$ cat src/rtl/swm_pkg.sv
package swm_pkg;

   typedef enum logic {
      HYST_FROM_COMPARATOR = 1'b0,
      HYST_FROM_FAULT      = 1'b1
   } hyst_src_e;

   localparam int DIR_UV   = 0;
   localparam int DIR_OV   = 1;
   localparam int NUM_DIRS = 2;

   function automatic int cnt_width(input int limit);
      return (limit < 2) ? 1 : $clog2(limit);
   endfunction

endpackage

$ cat src/rtl/swm_sync.sv
module swm_sync #(
   parameter int               WIDTH     = 2,
   parameter int               STAGES    = 2,
   parameter logic [WIDTH-1:0] RESET_VAL = '1
) (
   input  logic             clk,
   input  logic             rst,
   input  logic [WIDTH-1:0] d_i,
   output logic [WIDTH-1:0] q_o
);

   if (STAGES < 2) begin : g_bad_stages
      $error("swm_sync: STAGES must be at least 2");
   end
   if (WIDTH < 1) begin : g_bad_width
      $error("swm_sync: WIDTH must be at least 1");
   end

   logic [STAGES-1:0][WIDTH-1:0] stage_q;

   for (genvar s = 0; s < STAGES; s++) begin : g_stage
      if (s == 0) begin : g_first
         always_ff @(posedge clk) begin
            if (rst) stage_q[s] <= RESET_VAL;
            else     stage_q[s] <= d_i;
         end
      end else begin : g_next
         always_ff @(posedge clk) begin
            if (rst) stage_q[s] <= RESET_VAL;
            else     stage_q[s] <= stage_q[s-1];
         end
      end
   end

   assign q_o = stage_q[STAGES-1];

endmodule

$ cat src/rtl/swm_fault_filter.sv
module swm_fault_filter
   import swm_pkg::*;
#(
   parameter int FILT_CYCLES = 16
) (
   input  logic clk,
   input  logic rst,
   input  logic level_i,
   output logic fault_o
);

   if (FILT_CYCLES < 1) begin : g_bad_filt
      $error("swm_fault_filter: FILT_CYCLES must be at least 1");
   end

   localparam int            CW   = cnt_width(FILT_CYCLES);
   localparam logic [CW-1:0] LAST = CW'(FILT_CYCLES - 1);

   logic [CW-1:0] run_q;
   logic          fault_q;

   // Only the edge into the fault is qualified; leaving it is immediate.
   always_ff @(posedge clk) begin
      if (rst) begin
         run_q   <= '0;
         fault_q <= 1'b1;
      end else if (!level_i) begin
         run_q   <= '0;
         fault_q <= 1'b0;
      end else if (!fault_q) begin
         if (run_q == LAST) fault_q <= 1'b1;
         else               run_q   <= run_q + 1'b1;
      end
   end

   assign fault_o = fault_q;

endmodule

$ cat src/rtl/swm_por_timer.sv
module swm_por_timer
   import swm_pkg::*;
#(
   parameter int POR_CYCLES = 1024
) (
   input  logic clk,
   input  logic rst,
   input  logic in_window_i,
   output logic done_o
);

   if (POR_CYCLES < 1) begin : g_bad_por
      $error("swm_por_timer: POR_CYCLES must be at least 1");
   end

   localparam int            CW   = cnt_width(POR_CYCLES);
   localparam logic [CW-1:0] LAST = CW'(POR_CYCLES - 1);

   logic [CW-1:0] cnt_q;
   logic          done_q;

   // Sticky once the first qualification completes; only reset clears it.
   always_ff @(posedge clk) begin
      if (rst) begin
         cnt_q  <= '0;
         done_q <= 1'b0;
      end else if (!done_q) begin
         if (!in_window_i)       cnt_q  <= '0;
         else if (cnt_q == LAST) done_q <= 1'b1;
         else                    cnt_q  <= cnt_q + 1'b1;
      end
   end

   assign done_o = done_q;

endmodule

$ cat src/rtl/swm_supply_window.sv
module swm_supply_window
   import swm_pkg::*;
#(
   parameter int        UV_FILT_CYCLES = 120000,
   parameter int        OV_FILT_CYCLES = 1000,
   parameter int        POR_CYCLES     = 30000000,
   parameter int        SYNC_STAGES    = 2,
   parameter hyst_src_e HYST_SRC       = HYST_FROM_COMPARATOR
) (
   input  logic clk,
   input  logic rst,
   input  logic uv_below_i,
   input  logic ov_above_i,
   output logic supply_good_o,
   output logic gate_allow_o,
   output logic uv_hyst_en_o,
   output logic ov_hyst_en_o
);

   logic [NUM_DIRS-1:0] raw_vec;
   logic [NUM_DIRS-1:0] sync_vec;
   logic [NUM_DIRS-1:0] fault_vec;
   logic [NUM_DIRS-1:0] hyst_vec;
   logic                uv_sync, ov_sync;
   logic                uv_fault, ov_fault;
   logic                in_window;
   logic                por_done;
   logic                sg_q, gate_q;

   assign raw_vec[DIR_UV] = uv_below_i;
   assign raw_vec[DIR_OV] = ov_above_i;

   swm_sync #(
      .WIDTH    (NUM_DIRS),
      .STAGES   (SYNC_STAGES),
      .RESET_VAL({NUM_DIRS{1'b1}})
   ) u_sync (
      .clk (clk),
      .rst (rst),
      .d_i (raw_vec),
      .q_o (sync_vec)
   );

   for (genvar d = 0; d < NUM_DIRS; d++) begin : g_dir
      localparam int FC = (d == DIR_UV) ? UV_FILT_CYCLES : OV_FILT_CYCLES;
      swm_fault_filter #(
         .FILT_CYCLES(FC)
      ) u_filt (
         .clk     (clk),
         .rst     (rst),
         .level_i (sync_vec[d]),
         .fault_o (fault_vec[d])
      );
   end

   assign uv_sync  = sync_vec[DIR_UV];
   assign ov_sync  = sync_vec[DIR_OV];
   assign uv_fault = fault_vec[DIR_UV];
   assign ov_fault = fault_vec[DIR_OV];
   assign in_window = ~|fault_vec;

   swm_por_timer #(
      .POR_CYCLES(POR_CYCLES)
   ) u_por (
      .clk         (clk),
      .rst         (rst),
      .in_window_i (in_window),
      .done_o      (por_done)
   );

   if (HYST_SRC == HYST_FROM_COMPARATOR) begin : g_hyst_cmp
      assign hyst_vec = sync_vec;
   end else begin : g_hyst_flt
      assign hyst_vec = fault_vec;
   end

   always_ff @(posedge clk) begin
      if (rst) begin
         sg_q   <= 1'b0;
         gate_q <= 1'b0;
      end else begin
         sg_q   <= in_window;
         gate_q <= in_window & por_done;
      end
   end

   assign supply_good_o = sg_q;
   assign gate_allow_o  = gate_q;
   assign uv_hyst_en_o  = hyst_vec[DIR_UV];
   assign ov_hyst_en_o  = hyst_vec[DIR_OV];

endmodule

$ cat config.mk
export PLATFORM = sky130hd
export DESIGN_NAME = swm_supply_window
export DESIGN_NICKNAME = d
export VERILOG_FILES = /design/src/rtl/swm_pkg.sv /design/src/rtl/swm_sync.sv /design/src/rtl/swm_fault_filter.sv /design/src/rtl/swm_por_timer.sv /design/src/rtl/swm_supply_window.sv
export SDC_FILE = /design/constraint.sdc
export NUM_CORES = 1
export LEC_CHECK = 0
export BUFFER_PORTS_ARGS = -buffer_cell sky130_fd_sc_hd__buf_2
export CAP_MARGIN = 20
export CELL_PAD_IN_SITES_DETAIL_PLACEMENT = 2
export CELL_PAD_IN_SITES_GLOBAL_PLACEMENT = 2
export CORE_ASPECT_RATIO = 2
export CORE_MARGIN = 2
export CORE_UTILIZATION = 41
export DETAILED_ROUTE_END_ITERATION = 7
export PLACE_DENSITY = 0.82
export SLEW_MARGIN = 0
export SYNTH_ARGS = -nofsm -noshare
export SYNTH_HDL_FRONTEND = slang
export SYNTH_SLANG_ARGS = --single-unit
$ cat constraint.sdc
create_clock -name clk -period 5.68 [get_ports clk]
set_clock_uncertainty 0.2 [all_clocks]
set_input_delay 0.852 -clock clk [delete_from_list [all_inputs] [get_ports clk]]
set_output_delay 0.852 -clock clk [all_outputs]
set_load 0.02 [all_outputs]
After elaboration in Yosys (flattened, before gate mapping). Cells that the tools add are included.

Add/subtract/negate cells: 3. Equal/unequal tests: 4. Muxes and demuxes: 11. Bitwise logic cells: 8. Reduce and logical (&&, ||, !) cells: 7.

Operator list (number): 25-bit 2-to-1 mux (2); 25-bit by 1-bit adder with 25-bit output (second input constant) (1); 25-bit equality test (second input constant) (1); 17-bit by 1-bit adder with 17-bit output (second input constant) (1); 17-bit equality test (second input constant) (1); 10-bit by 1-bit adder with 10-bit output (second input constant) (1); 10-bit equality test (second input constant) (1); 1-bit 2-to-1 mux (9); 1-bit inverter (7); 2-bit AND reduction (3); 2-bit OR reduction (3); 2-bit != test (second input constant) (1); 1-bit AND (1); 1-bit logical NOT (1).

Register bits: 61. Input port bits: 4. Logic and storage cells: 43.

Longest topological paths before layout. Gate-level depths: netlist of run 1.

Depth in word-level cells: 4. Depth in mapped cells: 9. Mapped depth without buffers: 8.

By module. A second synthesis of run 1 with hierarchy kept.

Cells, all modules: 371. Area total of the unflattened synthesis: 3181.8 um^2.

By module, submodules not included: swm_por_timer (times used 1, cells an instance 178, area each 1463.9 um^2); swm_fault_filter at g_dir[0].u_filt (times used 1, cells an instance 111, area each 932.1 um^2); swm_fault_filter at g_dir[1].u_filt (times used 1, cells an instance 67, area each 601.8 um^2); swm_sync (times used 1, cells an instance 10, area each 120.1 um^2); swm_supply_window (times used 1, cells an instance 5, area each 63.8 um^2).

Least setup slack after synthesis of run 1. No wires, ideal clock.

Kind: input -> register. Start point: in rst. End point: reg u_por.cnt_q[13]. Setup time: 0.087 ns. Arrival time: 1.989 ns. Required time: 5.393 ns. Slack: 3.404 ns. Stages on the path: 6. Path through: inv_1 nand2_2 a311oi_1 buf_2 nand3_1 o31ai_1.

RTL lines: start, declared (line swm_supply_window.sv:11) `input logic rst,`; end signal, assigned (line swm_por_timer.sv:30) `else cnt_q <= cnt_q + 1'b1;`; end, declared (line swm_por_timer.sv:19) `logic [CW-1:0] cnt_q;`.

Final worst setup path of run 1.
Start point: reg u_por.cnt_q[1]. End point: reg u_por.cnt_q[17].

Word-level cells in the longest chain between the ends: 3. Elaborated cells between the ends (all ways): 6. Those cells by class: add/sub (1); eq/ne (2); mux (2); reduce/logical (1).

Ends and longest elaborated chain (line): 25-bit by 1-bit adder with 25-bit output / 25-bit equality test (equally long branches) (swm_por_timer.sv:30, swm_por_timer.sv:29); 25-bit 2-to-1 mux / 2-bit != test (equally long branches); 25-bit 2-to-1 mux / 2-bit AND reduction (equally long branches).

Several ways; a longest one is shown, not always the timed one. The select of a mux whose other input is x is not followed. A chain may end at the register's enable or synchronous reset.

==> results of run 1 <==
sequential cells by signal, summed over array words and instances, names as in the netlist:
| register | flops |
|---|---|
| u_por.cnt_q | 25 |
| u_sync.stage_q | 2 |
| g_dir.u_filt.run_q | 27 |
| u_sync.q_o | 2 |
| gate_allow_o | 1 |
| supply_good_o | 1 |
| u_por.done_o | 1 |
| g_dir.u_filt.fault_o | 2 |
per-stage QoR:
step	total power, µW	util	hold WS [ns]	worst slack [ns]
floorplan	457	-	0.189	3.40
global placement	462	0.434	0.193	2.91
detailed placement	464	0.434	0.205	2.82
CTS	971	0.473	0.218	2.84
global route	992	0.475	0.241	2.80
finish	959	0.475	0.211	2.99
final cells by class:
cell class	count	area [µm²]
Clock buffer	15	268
Clock inverter	1	5.00
Fill cell	810	3620
Inverter	10	42.5
Multi-Input combinational cell	253	1570
Sequential cell	61	1220
Tap cell	90	113
Timing Repair Buffer	10	52.6
report_power, final:
part           switching [µW]  leakage, µW  total [µW]  internal (µW)
combinational            12.8     0.000504        18.7           5.92
sequential               4.12     0.000493         436            432
clock                     185     0.000134         504            319
synth_stat cells (all sizes together) (4+ instances only):
| cell | number |
|---|---|
| nor2 | 35 |
| a211oi | 4 |
| nand2b | 4 |
| a31oi | 9 |
| xor2 | 8 |
| or2 | 6 |
| a41oi | 4 |
| and2 | 5 |
| xnor2 | 11 |
| nand2 | 27 |
| nand4 | 15 |
| inv | 9 |
| nand3 | 17 |
| dfxtp | 61 |
| a21oi | 22 |
| buf | 6 |
| o21ai | 25 |
| and3 | 8 |
| or3 | 6 |
| nor4 | 6 |
routing by layer:
metal | track usage | part of all wire | up-vias
li1 | - | - | 1245
met1 | 0.224 | 0.34 | 1314
met2 | 0.497 | 0.59 | 39
met3 | 0.0477 | 0.017 | 26
met4 | 0.152 | 0.046 | 0
met5 | 0 | 0 | -
layout by cell type, fill, tap and decap left out, types with 3 or more instances in the layout:
cell	netlist	routed
dfxtp_1	61	61
nor2_1	34	34
nand2_1	25	25
a21oi_1	22	22
o21ai_1	18	18
nand3_1	17	17
nand4_1	15	15
xnor2_1	11	11
inv_1	9	9
a31oi_1	9	9
clkbuf_16	0	9
and3_1	8	8
xor2_1	8	8
o21ai_0	7	7
buf_2	3	7
or3_1	6	6
and2_1	5	5
or2_2	5	5
nand2b_1	4	4
a211oi_1	4	4
nor4_1	4	4
a41oi_1	4	4
clkbuf_1	3	4
mux2i_1	3	3
a21o_1	3	3
nand4b_1	3	3
ha_1	3	3
worst paths after layout:
kind,start,to,slack (ns),cells past startpoint
worst min-delay path,u_sync.stage_q[0]$_SDFF_PP1_,u_sync.q_o[0]$_SDFF_PP1_,0.21,1
worst min register to register,u_sync.stage_q[0]$_SDFF_PP1_,u_sync.q_o[0]$_SDFF_PP1_,0.21,1
worst max-delay path,u_por.cnt_q[1]$_SDFFE_PP0P_,u_por.cnt_q[17]$_SDFFE_PP0P_,2.99,8
worst max register to register,u_por.cnt_q[1]$_SDFFE_PP0P_,u_por.cnt_q[17]$_SDFFE_PP0P_,2.99,8
logic make-up after synthesis:
family,after synthesis,share of synthesized area
XOR/XNOR,19,0.0578
adder cells (fa/ha/maj),3,0.0130
AO/OA/AOI/OAI,78,0.164
AND/OR/NAND/NOR,149,0.293
flip-flops,61,0.424
multiplexers,4,0.0143
buffers and inverters,19,0.0343
==> results.md, run 1 <==
- Die X: about 63 µm
- Hold crit path type: register to register
- Synth cell types: between 50 and 60
- Crit path required time: 5.74 ns
- Final period utilization: 0.473
- Initial antenna violation count: 0
- Final instance area: 3270 µm²
- Cell area after placement: around 3000 µm²
- Syn Nets: 340
- Minimum clock period: 2.69 ns
- Mapped Cells: 333
- Maximum vdd drop: between 0.00015 and 0.0002 V
- Post-Route WL: 8830 µm
- Yosys top cell area share: 0.424
- Synth Register Bits: around 60
- Netlist Area Pre-Place: 2880 µm²
- Top_reg_cell synth: dfxtp_1
- F_max: around 0.37 GHz
- Status: complete, no violations
- Number of remaining DRC errors: 0
- Die area: ~7800 µm²
- H-tree Lvls: 3
- Worst relative slew slack: 0.370
- Crit-path max FO: 10
- CP Cell Sequence: ha_1 > nand3_1 > nor4_2 > a41o_1 > nand2_4 > clkinv_4 > a21oi_1 > a21oi_1
- Post-synth top area cell: dfxtp_1
- Worst-path clk slew: approximately 0.05 ns
- Slowest Stage Delay on Critical Path: 0.53 ns
- Post-synthesis sequential area ratio: 0.424
- Slew @ Worst Pin: 0.937 ns
- # diodes: 0
- Vias/cell: between 5 and 6
- Final ANT Viol Nets: 0
- Most common cell on crit path: a21oi_1
- Share of layout cells above drive strength 1: 0.106
- DR vias: between 2000 and 3000
- Die Span Y: ~120 µm
- Core area: around 6900 µm²
- Post-synth ARST share: 0
- DRT iter0 DRCs: 80
- Post-synth EDFFs: 0
- Setup Fix Bufs, Post-CTS: 0
- Dpl cells: around 420
- Clk buf depth: 2
- Number of global-route vias before repair: approximately 3000
- Synth warnings: 0
- Leak: between 0.001 and 0.0015 µW
- Crit path max-delay family: simple AND/OR/NAND/NOR gates
- Initial core utilization: 0.418
- Worst path slowest cell: a41o_1
- Crit path kind: register to register
- Area growth syn-to-layout: 13.5%
- Drt pass-1 iters: 4
- Crit end category: register
- Largest cells by area after synthesis: dfxtp_1 42%, nor2_1 4.4%, a21oi_1 3.8%, xnor2_1 3.3%, nand2_1 3.3%
- Num CTS Buffers: 9
- Average wire per standard cell: about 20 µm
- Mean Syn Cell Area: 8.65 µm²
- Largest net degree at the start of global routing: 24
- RSZ-0062 raised after global routing: false
- Placer Congestion: between 0.7 and 0.8
- Max Slew Vio Count: 0
- CP arrival: roughly 2.8 ns
- Standard-cell rows: 43
- Io pins: 8
- # hold bufs at CTS: 0
- Hold Vio Cnt, Final: 0
- First-pass GRT wire length: about 15000 µm
- Cell Count, Final, Fillers Out: 440
- Critical path buffers and inverters: 1
- # setup viols final: 0
- Power density cells: ~290 nW/µm²
- HPWL Detailed: approximately 6200 µm
- Post-CTS resize count: 0
- Clk sinks: between 60 and 70
- PortBufs: 7
- Max-cap violations: 0
- Final nets: about 350
- Critical Path Start Type: register
- Total gr overflow: 0
- Tot GR Track Use: 0.250
- Post-Route Setup TNS: 0 ns
- Clk root buf: clkbuf_16
- TritonCTS clock tree: yes
- Later-pin clock latency in the skew report: between 0.3 and 0.4 ns
Note: power is estimated with default switching activity, not from simulation.
==> inputs of run 2 (changes only) <==
--- a/config.mk
+++ b/config.mk
@@ -5,15 +5,16 @@
 export SDC_FILE = /design/constraint.sdc
 export NUM_CORES = 1
 export LEC_CHECK = 0
+export ABC_AREA = 1
 export BUFFER_PORTS_ARGS = -buffer_cell sky130_fd_sc_hd__buf_2
 export CAP_MARGIN = 20
 export CELL_PAD_IN_SITES_DETAIL_PLACEMENT = 2
 export CELL_PAD_IN_SITES_GLOBAL_PLACEMENT = 2
 export CORE_ASPECT_RATIO = 2
 export CORE_MARGIN = 2
-export CORE_UTILIZATION = 41
+export CORE_UTILIZATION = 34
 export DETAILED_ROUTE_END_ITERATION = 7
-export PLACE_DENSITY = 0.82
+export PLACE_DENSITY = 0.78
 export SLEW_MARGIN = 0
 export SYNTH_ARGS = -nofsm -noshare
 export SYNTH_HDL_FRONTEND = slang
==> constraint.sdc (replaced) <==
create_clock -name clk -period 2.7 [get_ports clk]
set_clock_uncertainty 0.2 [all_clocks]
set_input_delay 0.405 -clock clk [delete_from_list [all_inputs] [get_ports clk]]
set_output_delay 0.405 -clock clk [all_outputs]
set_load 0.02 [all_outputs]
==> results.md, run 2 <==
- Vias/cell: 5.15 (-14%)
- Post-route setup slack: 0.507 ns (-2.49 ns)
- Max-cap violations: 0 (unchanged)
- F_max: 0.456 GHz (+23%)
- Largest net degree at the start of global routing: 19 (-21%)
- Share of layout cells above drive strength 1: 0.0803 (-0.0254)
- HPWL Detailed: 10000 µm (+62%)
- First-pass GRT wire length: 21500 µm (+46%)
- Syn Nets: 588 (+73%)
- Number of remaining DRC errors: 0 (unchanged)
- Die X: 76.4 µm (+21%)
- Yosys top cell area share: 0.343 (-0.0810)
- Post-Route WL: 13000 µm (+47%)
- TritonCTS clock tree: yes
- Crit path required time: 2.78 ns (-2.96 ns)
- Most frequent cells in the layout: 220 x nand2_1, 69 x inv_1, 65 x nor2_1
- Synth warnings: 0 (unchanged)
- GR Layer Usage met3: 0.0321 (-0.0156)
- PortBufs: 7 (unchanged)
- Synth Register Bits: 61 (unchanged)
- RSZ-0062 raised after global routing: false
- Clk sinks: 61 (unchanged)
- Most common cell in the synthesized netlist: nand2_1
- CP arrival: 2.27 ns (-0.48 ns)
- Average wire per standard cell: 17.7 µm (-12%)
- Pre-CTS setup slack: 0.479 ns (-2.34 ns)
- Initial core utilization: 0.351 (-0.0674)
- Die area: 11400 µm² (+47%)
- Fillers: 1314 (+62%)
- Clk root buf: clkbuf_16
- Final nets: 600 (+70%)
- Number of global-route vias before repair: 4353 (+46%)
- Standard-cell rows: 52 (+21%)
- Most instantiated cells after synthesis: 220 x nand2_1, 69 x inv_1, 65 x nor2_1
- Post-synth top area cell: dfxtp_1
- Leak: 0.00162 µW (+43%)
- Post-Route Setup TNS: 0 ns (unchanged)
- Cell Count, Final, Fillers Out: 733 (+67%)
- Most flops, register: g_dir.u_filt.run_q
- Top flop regs: g_dir.u_filt.run_q x27, u_por.cnt_q x25
- Dpl cells: 717 (+70%)
- Setup Fix Bufs, Post-CTS: 0 (unchanged)
- Mapped Cells: 581 (+74%)
- Final period utilization: 0.812 (+0.339)
- Crit path kind: register to register
- # hold bufs at CTS: 0 (unchanged)
- Final ANT Viol Nets: 0 (unchanged)
- Clk buf depth: 2 (unchanged)
- Max Slew Vio Count: 0 (unchanged)
- Later-pin clock latency in the skew report: 0.34 ns (about the same)
- Status: complete, no violations
- Post-synth ARST share: 0 (unchanged)
- Mean Syn Cell Area: 6.13 µm² (-29%)
- Slew @ Worst Pin: 0.896 ns (-0.0407 ns)
- Netlist Area Pre-Place: 3560 µm² (+24%)
- DR vias: 3775 (+44%)
- Tot GR Track Use: 0.245 (-0.00485)
- Core area: 10100 µm² (+47%)
- Grt met2 use: 0.518 (+0.0210)
- H-tree Lvls: 3 (unchanged)
- Io pins: 8 (unchanged)
- Top_reg_cell synth: dfxtp_1
- Worst-path clk slew: 0.05 ns (about the same)
- Post-synthesis sequential area ratio: 0.343 (-0.0810)
- Commonest non-fill, non-tap cell in the layout: nand2_1
- # setup viols final: 0 (unchanged)
- Initial antenna violation count: 0 (unchanged)
- Hold Vio Cnt, Final: 0 (unchanged)
- Worst relative slew slack: 0.403 (+0.0329)
- Minimum clock period: 2.19 ns (-0.494 ns)
- Area growth syn-to-layout: 13.9%
- Post-CTS resize count: 0 (unchanged)
- Cell area after placement: 3730 µm² (+25%)
- Crit end category: register
- Synth cell types: 28 (-52%)
- Largest register FFs: 27 (unchanged)
- Largest cells by area after synthesis: dfxtp_1 34%, nand2_1 23%, inv_1 7.3%, nor2_1 6.9%, a21oi_1 5.1%
- DRT iter0 DRCs: 101 (+26%)
- Crit-path max FO: 13 (+3)
- Post-synth EDFFs: 0 (unchanged)
- Final instance area: 4060 µm² (+24%)
- Critical Path Start Type: register
- GR Layer Usage met1: 0.214 (-0.0101)
- # diodes: 0 (unchanged)
- Placer Congestion: 0.860 (+12%)
- Die Span Y: 149 µm (+21%)
- Maximum vdd drop: 0.000295 V (+61%)
- Total gr overflow: 0 (unchanged)
- Power density cells: 555 nW/µm² (+89%)
- Num CTS Buffers: 9 (unchanged)
- Hold crit path type: input port to register
- Global routing's busiest layer: met2
- Drt pass-1 iters: 4 (unchanged)
run 2: cell types whose count changed after synthesis, sizes merged, moves of 6 or more:
cell / previous run / this run
nand2: 27 / 223
inv: 9 / 72
nor2: 35 / 73
nand3: 17 / 35
a21oi: 22 / 36
nor3: 2 / 14
a31oi: 9 / 0
o21ai: 25 / 16
and3: 8 / 0
nor4: 6 / 0
or3: 6 / 0
run 2: critical path, cell delays in order, from the launching register on:
cell,delay [ns]
dfxtp_1,0.40
ha_1,0.20
nand2_1,0.12
inv_1,0.11
nand2_1,0.10
nor2_1,0.11
nand2_1,0.08
nand2_2,0.23
nand2_2,0.24
inv_1,0.20
nand2_1,0.07
nand2_1,0.07
run 2: logic make-up after synthesis:
kind of cell               synth area share
AOI/OAI and AO/OA                    0.0731
xor gates and xnor gates             0.0394
adders and majority gates            0.0105
buffers and inverters                0.0956
DFF                                   0.343
and+or+nand+nor                       0.439
run 2: metrics by stage:
stage,utilization,hold slack (ns),total power (µW)
6_report,0.400,0.0509,2250
5_1_grt,0.400,0.0502,2320
4_1_cts,0.400,0.0456,2280
3_5_place_dp,0.368,0.210,990
3_3_place_gp,0.368,0.194,987
2_1_floorplan,-,0.189,970
run 2: final timing paths:
path	from	end	slack, ns	cells past startpoint
worst max-delay path	u_por.cnt_q[0]$_SDFFE_PP0P_	u_por.cnt_q[2]$_SDFFE_PP0P_	0.51	11
worst min-delay path	uv_below_i	u_sync.stage_q[0]$_SDFF_PP1_	0.05	2
worst max register to register	u_por.cnt_q[0]$_SDFFE_PP0P_	u_por.cnt_q[2]$_SDFFE_PP0P_	0.51	11
worst min register to register	u_sync.stage_q[1]$_SDFF_PP1_	u_sync.q_o[1]$_SDFF_PP1_	0.22	1
run 2: final cells by class:
cell class	count	area (µm²)	share of cell area
Clock inverter	6	86.3	0.0213
Inverter	72	270	0.0666
Timing Repair Buffer	12	72.6	0.0179
Sequential cell	61	1220	0.301
Multi-Input combinational cell	437	2000	0.493
Tap cell	135	169	0.0416
Clock buffer	10	239	0.0589
run 2: routing by layer:
layer / up-vias / wire length, µm
met5: - / 0
met2: 36 / 7830
li1: 1834 / -
met1: 1874 / 4380
met3: 31 / 172
met4: 0 / 583
run 2: power by group:
group / switching, µW / internal, µW
sequential: 5.72 / 908
clock: 450 / 831
combinational: 43.5 / 12.5
==> inputs of run 3 (changes only) <==
--- a/config.mk
+++ b/config.mk
@@ -5,16 +5,16 @@
 export SDC_FILE = /design/constraint.sdc
 export NUM_CORES = 1
 export LEC_CHECK = 0
-export ABC_AREA = 1
+export ABC_AREA = 0
 export BUFFER_PORTS_ARGS = -buffer_cell sky130_fd_sc_hd__buf_2
 export CAP_MARGIN = 20
 export CELL_PAD_IN_SITES_DETAIL_PLACEMENT = 2
 export CELL_PAD_IN_SITES_GLOBAL_PLACEMENT = 2
 export CORE_ASPECT_RATIO = 2
 export CORE_MARGIN = 2
-export CORE_UTILIZATION = 34
+export CORE_UTILIZATION = 35
 export DETAILED_ROUTE_END_ITERATION = 7
-export PLACE_DENSITY = 0.78
+export PLACE_DENSITY = 0.74
 export SLEW_MARGIN = 0
 export SYNTH_ARGS = -nofsm -noshare
 export SYNTH_HDL_FRONTEND = slang
==> constraint.sdc (replaced) <==
create_clock -name clk -period 1.75 [get_ports clk]
set_clock_uncertainty 0.2 [all_clocks]
set_input_delay 0.2625 -clock clk [delete_from_list [all_inputs] [get_ports clk]]
set_output_delay 0.2625 -clock clk [all_outputs]
set_load 0.02 [all_outputs]
==> results.md, run 3 (same netlist as run 1, synthesis figures left out) <==
- Cell Count, Final, Fillers Out: 543 (-26%)
- Failing checks: setup timing
- H-tree Lvls: 3 (unchanged)
- Status: finished with violations
- Hold Vio Cnt, Final: 0 (unchanged)
- Post-route setup slack: -0.673 ns (-1.18 ns)
- Commonest non-fill, non-tap cell in the layout: buf_4
- Crit end category: register
- Core area: 7940 µm² (-22%)
- Initial antenna violation count: 0 (unchanged)
- Power density cells: 713 nW/µm² (+29%)
- Tot GR Track Use: 0.325 (+0.0808)
- Post-Route Setup TNS: -14.80 ns (-14.80 ns)
- Leak: 0.00174 µW (+7.6%)
- Largest register FFs: 27 (unchanged)
- Num CTS Buffers: 9 (unchanged)
- Total gr overflow: 0 (unchanged)
- Worst relative slew slack: 0.641 (+0.238)
- Top flop regs: g_dir.u_filt.run_q x27, u_por.cnt_q x25
- Hold crit path type: input port to register
- Final instance area: 4620 µm² (+14%)
- Max Slew Vio Count: 0 (unchanged)
- Most flops, register: g_dir.u_filt.run_q
- Fin util: 0.581 (+0.182)
- Area growth syn-to-layout: 60.3%
- Worst-path clk slew: 0.06 ns (about the same)
- Die area: 9010 µm² (-21%)
- Number of global-route vias before repair: 3647 (-16%)
- Most frequent cells in the layout: 81 x buf_4, 46 x dfxtp_1, 31 x nor2_1
- Die Span Y: 132 µm (-11%)
- Minimum clock period: 2.42 ns (+0.230 ns)
- Largest net degree at the start of global routing: 14 (-5)
- Maximum vdd drop: 0.000485 V (+65%)
- CP arrival: 2.44 ns (+0.17 ns)
- TritonCTS clock tree: yes
- Standard-cell rows: 46 (-12%)
- Dpl cells: 494 (-31%)
- Io pins: 8 (unchanged)
- Slew @ Worst Pin: 0.537 ns (-0.359 ns)
- Cell area after placement: 3550 µm² (-4.9%)
- DRT iter0 DRCs: 208 (+110%)
- Crit path required time: 1.77 ns (-1.01 ns)
- # setup viols final: 42 (+42)
- Number of remaining DRC errors: 0 (unchanged)
- Clk buf depth: 2 (unchanged)
- DR vias: 3409 (-9.7%)
- Share of layout cells above drive strength 1: 0.501 (+0.421)
- RSZ-0062 raised after global routing: true
- Final period utilization: 1.38 (+0.572)
- Final nets: 449 (-25%)
- Drt pass-1 iters: 4 (unchanged)
- Clk sinks: 61 (unchanged)
- Later-pin clock latency in the skew report: 0.35 ns (about the same)
- Crit path kind: register to register
- Average wire per standard cell: 32.1 µm (+82%)
- Max-cap violations: 0 (unchanged)
- F_max: 0.413 GHz (-9.5%)
- Crit-path max FO: 8 (-5)
- Final ANT Viol Nets: 0 (unchanged)
- Fillers: 761 (-42%)
- Clk root buf: clkbuf_16
- HPWL Detailed: 7740 µm (-23%)
- PortBufs: 7 (unchanged)
- Critical Path Start Type: register
- Vias/cell: 6.28 (+22%)
- # diodes: 0 (unchanged)
- Initial core utilization: 0.363 (+0.0118)
- Die X: 68.1 µm (-11%)
- First-pass GRT wire length: 20800 µm (-3.5%)
- Pwr Total: 3290 µW (+46%)
- Placer Congestion: 0.797 (-7.3%)
- Post-Route WL: 17400 µm (+35%)
run 3: power breakdown:
group	total, µW	switching, µW	internal (µW)
Combinational	138	78.3	60.0
Sequential	1410	10.4	1400
Clock	1750	751	995
run 3: layer usage:
layer | GRT usage | vias to the layer above | routed length [µm]
met2 | 0.600 | 149 | 9700
met5 | 0 | - | 0
li1 | - | 1438 | -
met3 | 0.0683 | 99 | 781
met1 | 0.293 | 1723 | 5460
met4 | 0.220 | 0 | 1510
run 3: path summary, 6_finish.rpt:
| path | startpoint | endpoint | slack, ns | cells past startpoint |
|---|---|---|---|---|
| worst min-delay path | rst | u_por.cnt_q[1]$_SDFFE_PP0P_ | 0.14 | 3 |
| worst min register to register | u_sync.stage_q[1]$_SDFF_PP1_ | u_sync.q_o[1]$_SDFF_PP1_ | 0.25 | 1 |
| worst max register to register | u_por.cnt_q[7]$_SDFFE_PP0P_ | u_por.cnt_q[24]$_SDFFE_PP0P_ | -0.67 | 8 |
| worst max-delay path | u_por.cnt_q[7]$_SDFFE_PP0P_ | u_por.cnt_q[24]$_SDFFE_PP0P_ | -0.67 | 8 |
run 3: per-stage QoR:
stage	setup WS [ns]	hold WS, ns
final	-0.673	0.139
after global routing	-0.698	0.146
after CTS	-0.436	0.140
after detailed placement	-0.534	0.211
after global placement	-0.484	0.199
after floorplan	-0.325	0.166
run 3: layout make-up:
class                   count  area (µm²)  share of cell area
clock buffers              12         246              0.0534
inverters                  10        50.0              0.0108
repair inverters            1        16.3             0.00352
well taps                  96         120              0.0260
repair buffers            106         875               0.189
clock inverters             4        23.8             0.00515
multi-input cells         253        2040               0.443
flip-flops and latches     61        1240               0.269
run 3: critical path, stage by stage (launching register included):
cell and delay [ns]:
dfxtp_1 0.38, buf_4 0.20, nand4_1 0.11, buf_4 0.18, nor4_2 0.27, buf_4 0.21, and3_1 0.27, a31oi_1 0.14
a31oi_1 0.33
run 3: timing repair:
item	CTS	global route
setup endpoints to repair	40	49
resized for setup	46	73
pin swaps	25	39
cloned	2	0
setup buffers	10	21
hold buffers	2	0
hold endpoints to repair	2	0
